File: src/rtl/dbl_pkg.sv
package dbl_pkg;
  // Width of an index into n items, never below one bit.
  function automatic int unsigned idx_w(input int unsigned n);
    return (n <= 2) ? 1 : $clog2(n);
  endfunction
endpackage

File: src/rtl/dbl_shifter.sv
module dbl_shifter #(
  parameter int WIDTH = 256,
  localparam int SW = dbl_pkg::idx_w(WIDTH)
) (
  input  logic [WIDTH-1:0] data_i,
  input  logic [SW-1:0]    shift_i,
  output logic [WIDTH-1:0] data_o
);
  logic [WIDTH-1:0] stage [0:SW];

  assign stage[0] = data_i;

  // One stage per bit of the shift amount. Stage s moves the row down by 2**s.
  // Bits that leave the bottom are lost, and zeros come in at the top.
  for (genvar s = 0; s < SW; s++) begin : g_stage
    assign stage[s+1] = shift_i[s] ? (stage[s] >> (1 << s)) : stage[s];
  end

  assign data_o = stage[SW];

  // with a shift of zero the row passes through unchanged.
  always_comb begin
    if (shift_i == '0) assert_zero_shift_identity_R3: assert (data_o == data_i);
  end
endmodule

File: src/rtl/dbl_prienc.sv
module dbl_prienc #(
  parameter int N = 256,
  localparam int IW = dbl_pkg::idx_w(N)
) (
  input  logic [N-1:0]  vec_i,
  output logic          any_o,
  output logic [IW-1:0] idx_o
);
  always_comb begin
    idx_o = '0;
    // Scan from the top down, so the lowest set bit is the last one written.
    for (int i = N - 1; i >= 0; i--) begin
      if (vec_i[i]) idx_o = IW'(i);
    end
  end

  assign any_o = |vec_i;

  // the index points at a set bit, and it is 0 when no bit is set.
  always_comb begin
    assert_index_hits_set_bit_R5: assert (!any_o || vec_i[idx_o]);
    assert_index_zero_when_empty_R5: assert (any_o || idx_o == '0);
  end
endmodule

File: src/rtl/dbl_window_reg.sv
module dbl_window_reg #(
  parameter int WIDTH  = 256,
  parameter int DATA_W = 32,
  localparam int NWORDS = WIDTH / DATA_W,
  localparam int ADDR_W = dbl_pkg::idx_w(NWORDS)
) (
  input  logic              clk_i,
  input  logic              rst_i,
  input  logic              wr_en_i,
  input  logic [ADDR_W-1:0] wr_addr_i,
  input  logic [DATA_W-1:0] wr_data_i,
  output logic [WIDTH-1:0]  win_o
);
  for (genvar w = 0; w < NWORDS; w++) begin : g_word
    always_ff @(posedge clk_i) begin
      if (rst_i)
        win_o[w*DATA_W +: DATA_W] <= '0;
      else if (wr_en_i && (wr_addr_i == ADDR_W'(w)))
        win_o[w*DATA_W +: DATA_W] <= wr_data_i;
    end

    // an addressed word takes the written data on the next clock.
    assert_word_written_R2: assert property (@(posedge clk_i) disable iff (rst_i)
      (wr_en_i && wr_addr_i == ADDR_W'(w)) |=> (win_o[w*DATA_W +: DATA_W] == $past(wr_data_i)));
    // a word that is not addressed keeps its value.
    assert_word_kept_R2: assert property (@(posedge clk_i) disable iff (rst_i)
      !(wr_en_i && wr_addr_i == ADDR_W'(w)) |=> $stable(win_o[w*DATA_W +: DATA_W]));
  end

  // the window is empty after reset.
  assert_reset_empty_window_R1: assert property (@(posedge clk_i) rst_i |=> (win_o == '0));
endmodule

File: src/rtl/dbl_correlator.sv
module dbl_correlator #(
  parameter int WIDTH  = 256,
  parameter int DATA_W = 32,
  localparam int COORD_W = dbl_pkg::idx_w(WIDTH),
  localparam int NWORDS  = WIDTH / DATA_W,
  localparam int ADDR_W  = dbl_pkg::idx_w(NWORDS)
) (
  input  logic               clk_i,
  input  logic               rst_i,
  input  logic               wr_en_i,
  input  logic [ADDR_W-1:0]  wr_addr_i,
  input  logic [DATA_W-1:0]  wr_data_i,
  input  logic [WIDTH-1:0]   local_hits_i,
  input  logic               coord_valid_i,
  input  logic [COORD_W-1:0] coord_i,
  output logic               res_valid_o,
  output logic               match_o,
  output logic [COORD_W-1:0] angle_o,
  output logic [COORD_W-1:0] coord_o
);
  logic [WIDTH-1:0]   window;
  logic [WIDTH-1:0]   aligned;
  logic [WIDTH-1:0]   coinc;
  logic               any_hit;
  logic [COORD_W-1:0] first_idx;

  dbl_window_reg #(.WIDTH(WIDTH), .DATA_W(DATA_W)) i_window (
    .clk_i     (clk_i),
    .rst_i     (rst_i),
    .wr_en_i   (wr_en_i),
    .wr_addr_i (wr_addr_i),
    .wr_data_i (wr_data_i),
    .win_o     (window)
  );

  dbl_shifter #(.WIDTH(WIDTH)) i_shift (
    .data_i  (local_hits_i),
    .shift_i (coord_i),
    .data_o  (aligned)
  );

  // The AND step of the coincidence. The encoder below supplies the OR step.
  assign coinc = aligned & window;

  dbl_prienc #(.N(WIDTH)) i_enc (
    .vec_i (coinc),
    .any_o (any_hit),
    .idx_o (first_idx)
  );

  always_ff @(posedge clk_i) begin
    if (rst_i) begin
      res_valid_o <= 1'b0;
      match_o     <= 1'b0;
      angle_o     <= '0;
      coord_o     <= '0;
    end else begin
      res_valid_o <= coord_valid_i;
      match_o     <= coord_valid_i && any_hit;
      angle_o     <= (coord_valid_i && any_hit) ? first_idx : '0;
      if (coord_valid_i) coord_o <= coord_i;
    end
  end

  // an accepted column gives a result strobe on the next cycle.
  assert_result_follows_R6: assert property (@(posedge clk_i) disable iff (rst_i)
    coord_valid_i |=> res_valid_o);
  // the result carries the column it was computed for.
  assert_coord_echo_R6: assert property (@(posedge clk_i) disable iff (rst_i)
    coord_valid_i |=> (coord_o == $past(coord_i)));
  // outputs are quiet and the column is held after an idle cycle.
  assert_idle_quiet_R7: assert property (@(posedge clk_i) disable iff (rst_i)
    !coord_valid_i |=> (!res_valid_o && !match_o && angle_o == '0 && $stable(coord_o)));
  // a write on its own never produces a result.
  assert_write_no_result_R8: assert property (@(posedge clk_i) disable iff (rst_i)
    (wr_en_i && !coord_valid_i) |=> !res_valid_o);
  // a result with no match reports angle 0.
  assert_nomatch_angle_zero_R5: assert property (@(posedge clk_i) disable iff (rst_i)
    (res_valid_o && !match_o) |-> (angle_o == '0));
endmodule

File: config.mk
export PLATFORM = sky130hd
export DESIGN_NAME = dbl_correlator
export DESIGN_NICKNAME = d
export VERILOG_FILES = /design/src/rtl/dbl_pkg.sv /design/src/rtl/dbl_shifter.sv /design/src/rtl/dbl_prienc.sv /design/src/rtl/dbl_window_reg.sv /design/src/rtl/dbl_correlator.sv
export SDC_FILE = /design/constraint.sdc
export NUM_CORES = 2
export LEC_CHECK = 0
export BUFFER_PORTS_ARGS = -buffer_cell sky130_fd_sc_hd__buf_2
export CORE_MARGIN = 1.5
export CORE_UTILIZATION = 50
export DETAILED_ROUTE_END_ITERATION = 8
export PLACE_DENSITY_LB_ADDON = 0.08
export SYNTH_ARGS = -nofsm -noshare
export SYNTH_HDL_FRONTEND = slang
export SYNTH_HIERARCHICAL = 1
export SYNTH_SLANG_ARGS = --single-unit
export TNS_END_PERCENT = 1
File: constraint.sdc
create_clock -name clk_i -period 5.9 [get_ports clk_i]
set_input_delay 0.59 -clock clk_i [delete_from_list [all_inputs] [get_ports clk_i]]
set_output_delay 0.59 -clock clk_i [all_outputs]
set_load 0.01 [all_outputs]
After elaboration in Yosys (flattened, before gate mapping)
Index checks and enable logic that the tools add are counted.
{"block": "classes", "eq_ne": 7, "muxes": 263, "bitwise": 2, "n_reduce_logical": 19}
{"cell": "2-to-1 mux 256 bit", "n": 8}
{"cell": "2-to-1 mux 8 bit", "n": 128}
{"cell": "2-to-1 mux 7 bit", "n": 64}
{"cell": "bitwise AND 256 bit", "n": 1}
{"cell": "OR reduction 256 bit", "n": 1}
{"cell": "2-to-1 mux 6 bit", "n": 32}
{"cell": "OR reduction 130 bit", "n": 1}
{"cell": "2-to-1 mux 5 bit", "n": 16}
{"cell": "OR reduction 66 bit", "n": 1}
{"cell": "OR reduction 34 bit", "n": 1}
{"cell": "2-to-1 mux 4 bit", "n": 8}
{"cell": "OR reduction 18 bit", "n": 1}
{"cell": "== test 3 bit, second input constant", "n": 4}
{"cell": "2-to-1 mux 3 bit", "n": 4}
{"cell": "OR reduction 10 bit", "n": 1}
{"cell": "logical AND 1 bit", "n": 9}
{"cell": "== test 3 x 2 -> 1 bit, second input constant", "n": 2}
{"cell": "OR reduction 6 bit", "n": 1}
{"cell": "2-to-1 mux 2 bit", "n": 2}
{"cell": "OR reduction 4 bit", "n": 1}
{"cell": "== test 3 x 1 -> 1 bit, second input constant", "n": 1}
{"cell": "zero test 3 bit", "n": 1}
{"cell": "OR reduction 3 bit", "n": 1}
{"cell": "2-to-1 mux 1 bit", "n": 1}
{"cell": "NOT 1 bit", "n": 1}
{"block": "totals", "ff_bits": 274, "inputBits": 303, "out_inout_bits": 18, "wordCells": 310}

Logic depth before layout (Yosys ltp)
{"block": "depth", "depth_word": 264, "ltp_mapped": 23, "mapped_depth_nobuf": 17}

By module
Netlist, hierarchy kept.
{"mod": "dbl_shifter", "instances": 1, "cells_per_inst": 2516, "area_each_um2": 21923.5, "seq_area_each_um2": 0.0}
{"mod": "dbl_window_reg", "instances": 1, "cells_per_inst": 906, "area_each_um2": 10017.1, "seq_area_each_um2": 5124.9}
{"mod": "dbl_prienc", "instances": 1, "cells_per_inst": 624, "area_each_um2": 3443.3, "seq_area_each_um2": 0.0}
{"mod": "dbl_correlator", "instances": 1, "cells_per_inst": 303, "area_each_um2": 2190.9, "seq_area_each_um2": 360.3}

Least setup slack after synthesis
Ideal clock, no wire load.
{"block": "synth_timing", "kind": "input port to flip-flop", "from": "input coord_i[0]", "to": "register angle_o[0]", "setup_ns": 0.113, "arrival_time_ns": 4.779, "setup_slack_ns": 1.008, "stages": 22, "n_path_buf": 6, "path_cell_list": "buf_6 buf_6 buf_4 buf_4 buf_2 mux2_2 mux2i_1 o2bb2ai_1 nor4_1 o21bai_1 o22ai_1 or2_2 and2_1 nor4_2 nand3_1 or3_1 or2_1 nand2b_1 nand4b_1 and3b_1 buf_6 and2_4"}
{"element": "start, declared", "line_no": "dbl_correlator.sv:15", "text": "input logic [COORD_W-1:0] coord_i,"}
{"element": "2-to-1 mux 256 bit (8 in a row)", "line_no": "dbl_shifter.sv:16", "text": "assign stage[s+1] = shift_i[s] ? (stage[s] >> (1 << s)) : stage[s];"}
{"element": "via aligned[11]", "line_no": "dbl_correlator.sv:22", "text": "logic [WIDTH-1:0] aligned;"}
{"element": "bitwise AND 256 bit", "line_no": "dbl_correlator.sv:43", "text": "assign coinc = aligned & window;"}
{"element": "via coinc[11]", "line_no": "dbl_correlator.sv:23", "text": "logic [WIDTH-1:0] coinc;"}
{"element": "OR reduction 256 bit", "line_no": "dbl_prienc.sv:17", "text": "assign any_o = |vec_i;"}
{"element": "via any_hit", "line_no": "dbl_correlator.sv:24", "text": "logic any_hit;"}
{"element": "logical AND 1 bit", "line_no": "dbl_correlator.sv:60", "text": "angle_o <= (coord_valid_i && any_hit) ? first_idx : '0;"}
{"element": "NOT 1 bit (no line)"}
{"element": "OR reduction 3 bit (no line)"}
{"element": "end signal, assigned", "line_no": "dbl_correlator.sv:60"}
{"element": "end, declared", "line_no": "dbl_correlator.sv:18", "text": "output logic [COORD_W-1:0] angle_o,"}
The timed path passes the listed nets, and every way through them passes these cells.
A chain may end at the register's enable or synchronous reset.

Worst setup path after layout
{"block": "layout_timing", "from": "input coord_i[3]", "to": "register angle_o[1]"}
{"element": "2-to-1 mux 256 bit (*) (5 in a row)", "line_no": "dbl_shifter.sv:16"}
{"element": "via aligned[74]", "line_no": "dbl_correlator.sv:22"}
{"element": "bitwise AND 256 bit (*)", "line_no": "dbl_correlator.sv:43"}
{"element": "via coinc[74]", "line_no": "dbl_correlator.sv:23"}
{"element": "2-to-1 mux 7 bit (11 in a row)", "line_no": "dbl_prienc.sv:13", "text": "if (vec_i[i]) idx_o = IW'(i);"}
{"element": "2-to-1 mux 6 bit (32 in a row)", "line_no": "dbl_prienc.sv:13"}
{"element": "2-to-1 mux 5 bit (16 in a row)", "line_no": "dbl_prienc.sv:13"}
{"element": "2-to-1 mux 4 bit (8 in a row)", "line_no": "dbl_prienc.sv:13"}
{"element": "2-to-1 mux 3 bit (4 in a row)", "line_no": "dbl_prienc.sv:13"}
{"element": "2-to-1 mux 2 bit (2 in a row)", "line_no": "dbl_prienc.sv:13"}
The timed path passes the listed nets; every way through them passes the cells marked *.

==> results.sh <==
export IMPL_cp_arrival_ns=6.15
export IMPL_viasPerCell=7.43
export IMPL_ir_drop_mv=0.205
export IMPL_final_cells=5682
export IMPL_place_gp_congestion=1.22
export IMPL_fp_dieArea_um2=76800
export IMPL_dp_hpwl_mm=169
export IMPL_clockBufferDepth=3
export IMPL_grt_overflow=0
export IMPL_synth_seq_cells=274
export IMPL_drtIter0Drc=7732
export IMPL_fin_skew_ns=0.0180
export IMPL_synth_cells=4349
export IMPL_grt_pass1_vias=39300
export IMPL_seq_area_frac_synth_pct=14.6
export IMPL_drive_above_1_share_pct=29.6
export IMPL_post_cts_buffers=0
export IMPL_placedCellCount=5622
export IMPL_hold_class="register to register"
export IMPL_maxSlewViolCount=2
export IMPL_synth_edf_count=0
export IMPL_boundaryPins=321
export IMPL_cts_htree_levels=1
export IMPL_worst_pin_slew_ns=1.65
export IMPL_final_cell_mix="511 x mux2i_1, 420 x nor2_1, 359 x buf_4"
export IMPL_async_reset_ff_share_pct=0
export IMPL_cts_hold_buf=0
export IMPL_timing_final_crit_share_pct=96.3
export IMPL_p_leak_nw=18.0
export IMPL_finalPower_mw=8.43
export IMPL_wl_per_cell_um=36.4
export IMPL_criticalPathCategory="input pin to register"
export IMPL_whs_ns=0.471
export IMPL_place_port_buffers=320
export IMPL_drc=11
export IMPL_finalSetupViolCount=0
export IMPL_grt_pass1_wl_mm=288
export IMPL_syn_area_um2=37600
export IMPL_finalHoldViolations=0
export IMPL_netlist_cell_type_count=89
export IMPL_synth_fp_nets=4652
export IMPL_drv_cap=1
export IMPL_route_vias_total=42200
export IMPL_clkTransAtPathRegs_ns=0.07
export IMPL_initial_utilization_pct=50.5
export IMPL_tritoncts="built"
export IMPL_fin_ws_ns=0.220
export IMPL_violations="DRC, capacitance limit, slew limit"
export IMPL_placed_cell_area_um2=41900
export IMPL_path_max_fanout=80
export IMPL_rsz0062_at_grt="no"
export IMPL_core_area_um2=74400
export IMPL_num_rows=100
export IMPL_power_density_nw_per_um2=197
export IMPL_cp_end_kind="register"
export IMPL_slew_headroom_pct=-11.0
export IMPL_min_period_ns=5.68
export IMPL_clk_insertion_delay_late_ns=0.59
export IMPL_antenna_found_initial=16
export IMPL_die_y_um=277
export IMPL_root_buffer="clkbuf_16"
export IMPL_track_usage_pct=51.8
export IMPL_ff2ff_setup_slack_ns=3.01
export IMPL_fin_nets=4987
export IMPL_cts_buffers=29
export IMPL_stdcell_area_um2=42900
export IMPL_required_ns=6.37
export IMPL_synth_area_per_cell_um2=8.64
export IMPL_max_freq_mhz=176
export IMPL_nFillCells=6970
export IMPL_status="finished with violations"
export IMPL_fp_dieW_um=277
export IMPL_synth_warnings=6
export IMPL_drt_wl_total_mm=207
export IMPL_post_cts_resized=0
export IMPL_firstDrtPassIters=9
export IMPL_cp_start_kind="input pin"
export IMPL_ant_nets=0
export IMPL_grt_max_degree=154
export IMPL_post_place_ws_ns=-0.0459
export IMPL_cts_sinks=274
export IMPL_final_common_cell="mux2i_1"
export IMPL_synth_top_flop_cell="dfxtp_1"
export IMPL_area_growth_pct=14.1
[cell families after synthesis]
group	count (synthesis)	synth area share, %
AND/OR/NAND/NOR	1529	21.3
multiplexers	1104	40.7
AO/OA/AOI/OAI	984	17.9
buffers and inverters	458	5.46
flip-flops	274	14.6
[final timing paths]
path | from | to | cells after the start
hold reg to reg | i_window/win_o[165] | i_window/win_o[165] | 2
hold / removal | i_window/win_o[165] | i_window/win_o[165] | 2
setup / recovery | coord_i[3] | angle_o[1] | 18
setup reg to reg | i_window/win_o[215] | angle_o[7] | 9
[flip-flops by register name, indices dropped and copies added (netlist names)]
register,flops
i_window/win_o,256
angle_o,8
coord_o,8
match_o,1
res_valid_o,1
[power by group]
part / switching [mW] / total, mW / internal, mW
sequential: 0.0375 / 1.94 / 1.90
clock: 0.827 / 1.97 / 1.14
combinational: 2.86 / 4.52 / 1.67
total: 3.72 / 8.43 / 4.71
[cell usage after synthesis, drive strengths merged (30+ instances only)]
cell    count  area (um2)
mux2i     511        5110
nor2      422        1580
nand2b    322        2020
mux4      312        7030
and2      296        1870
mux2      281        3160
dfxtp     274        5490
o22ai     245        1530
clkbuf    240         901
nand2     209         787
o21ai     168         841
buf       157         923
a21oi     125         626
nor4       88         569
inv        59         221
nor3       58         290
o211ai     49         373
o22a       41         359
o221ai     39         342
a22oi      30         225
[stage by stage]
step | TNS [ns] | utilization [%]
detailed placement | -0.0459 | 56.2
global route | 0 | 57.6
finish | 0 | 57.6
floorplan | 0 | -
CTS | 0 | 57.6
global placement | -0.0595 | 56.2
[layer usage]
layer,routed length [um],up-vias,GRT usage (%)
met4,16500,20,32.4
met3,32500,922,21.8
met5,272,-,1.94
met1,75300,20300,65.3
li1,-,17300,-
met2,82200,3708,72.6
[critical path, stage by stage]
cell	delay [ns]
buf_6	0.55
buf_4	0.28
mux4_2	0.34
mux2_2	0.34
a221oi_1	0.29
o211ai_1	0.33
o21ai_0	0.47
buf_4	0.24
o22a_1	0.14
o21ai_0	0.08
and2_1	0.26
nor4_1	0.61
nand3_1	0.21
or3_1	0.42
or4_1	0.54
a41oi_1	0.18
o21ai_1	0.08
and2_4	0.15
[cell type report]
class / instances / area [um2] / share of cell area, %
Clock buffer: 37 / 806 / 1.88
Inverter: 61 / 249 / 0.581
Tap cell: 969 / 1210 / 2.83
Antenna cell: 8 / 20.0 / 0.0467
Sequential cell: 274 / 5490 / 12.8
Timing Repair Buffer: 701 / 4810 / 11.2
Multi-Input combinational cell: 3617 / 30100 / 70.2
Clock inverter: 15 / 199 / 0.464
Note: power is estimated with default switching activity, not from simulation.
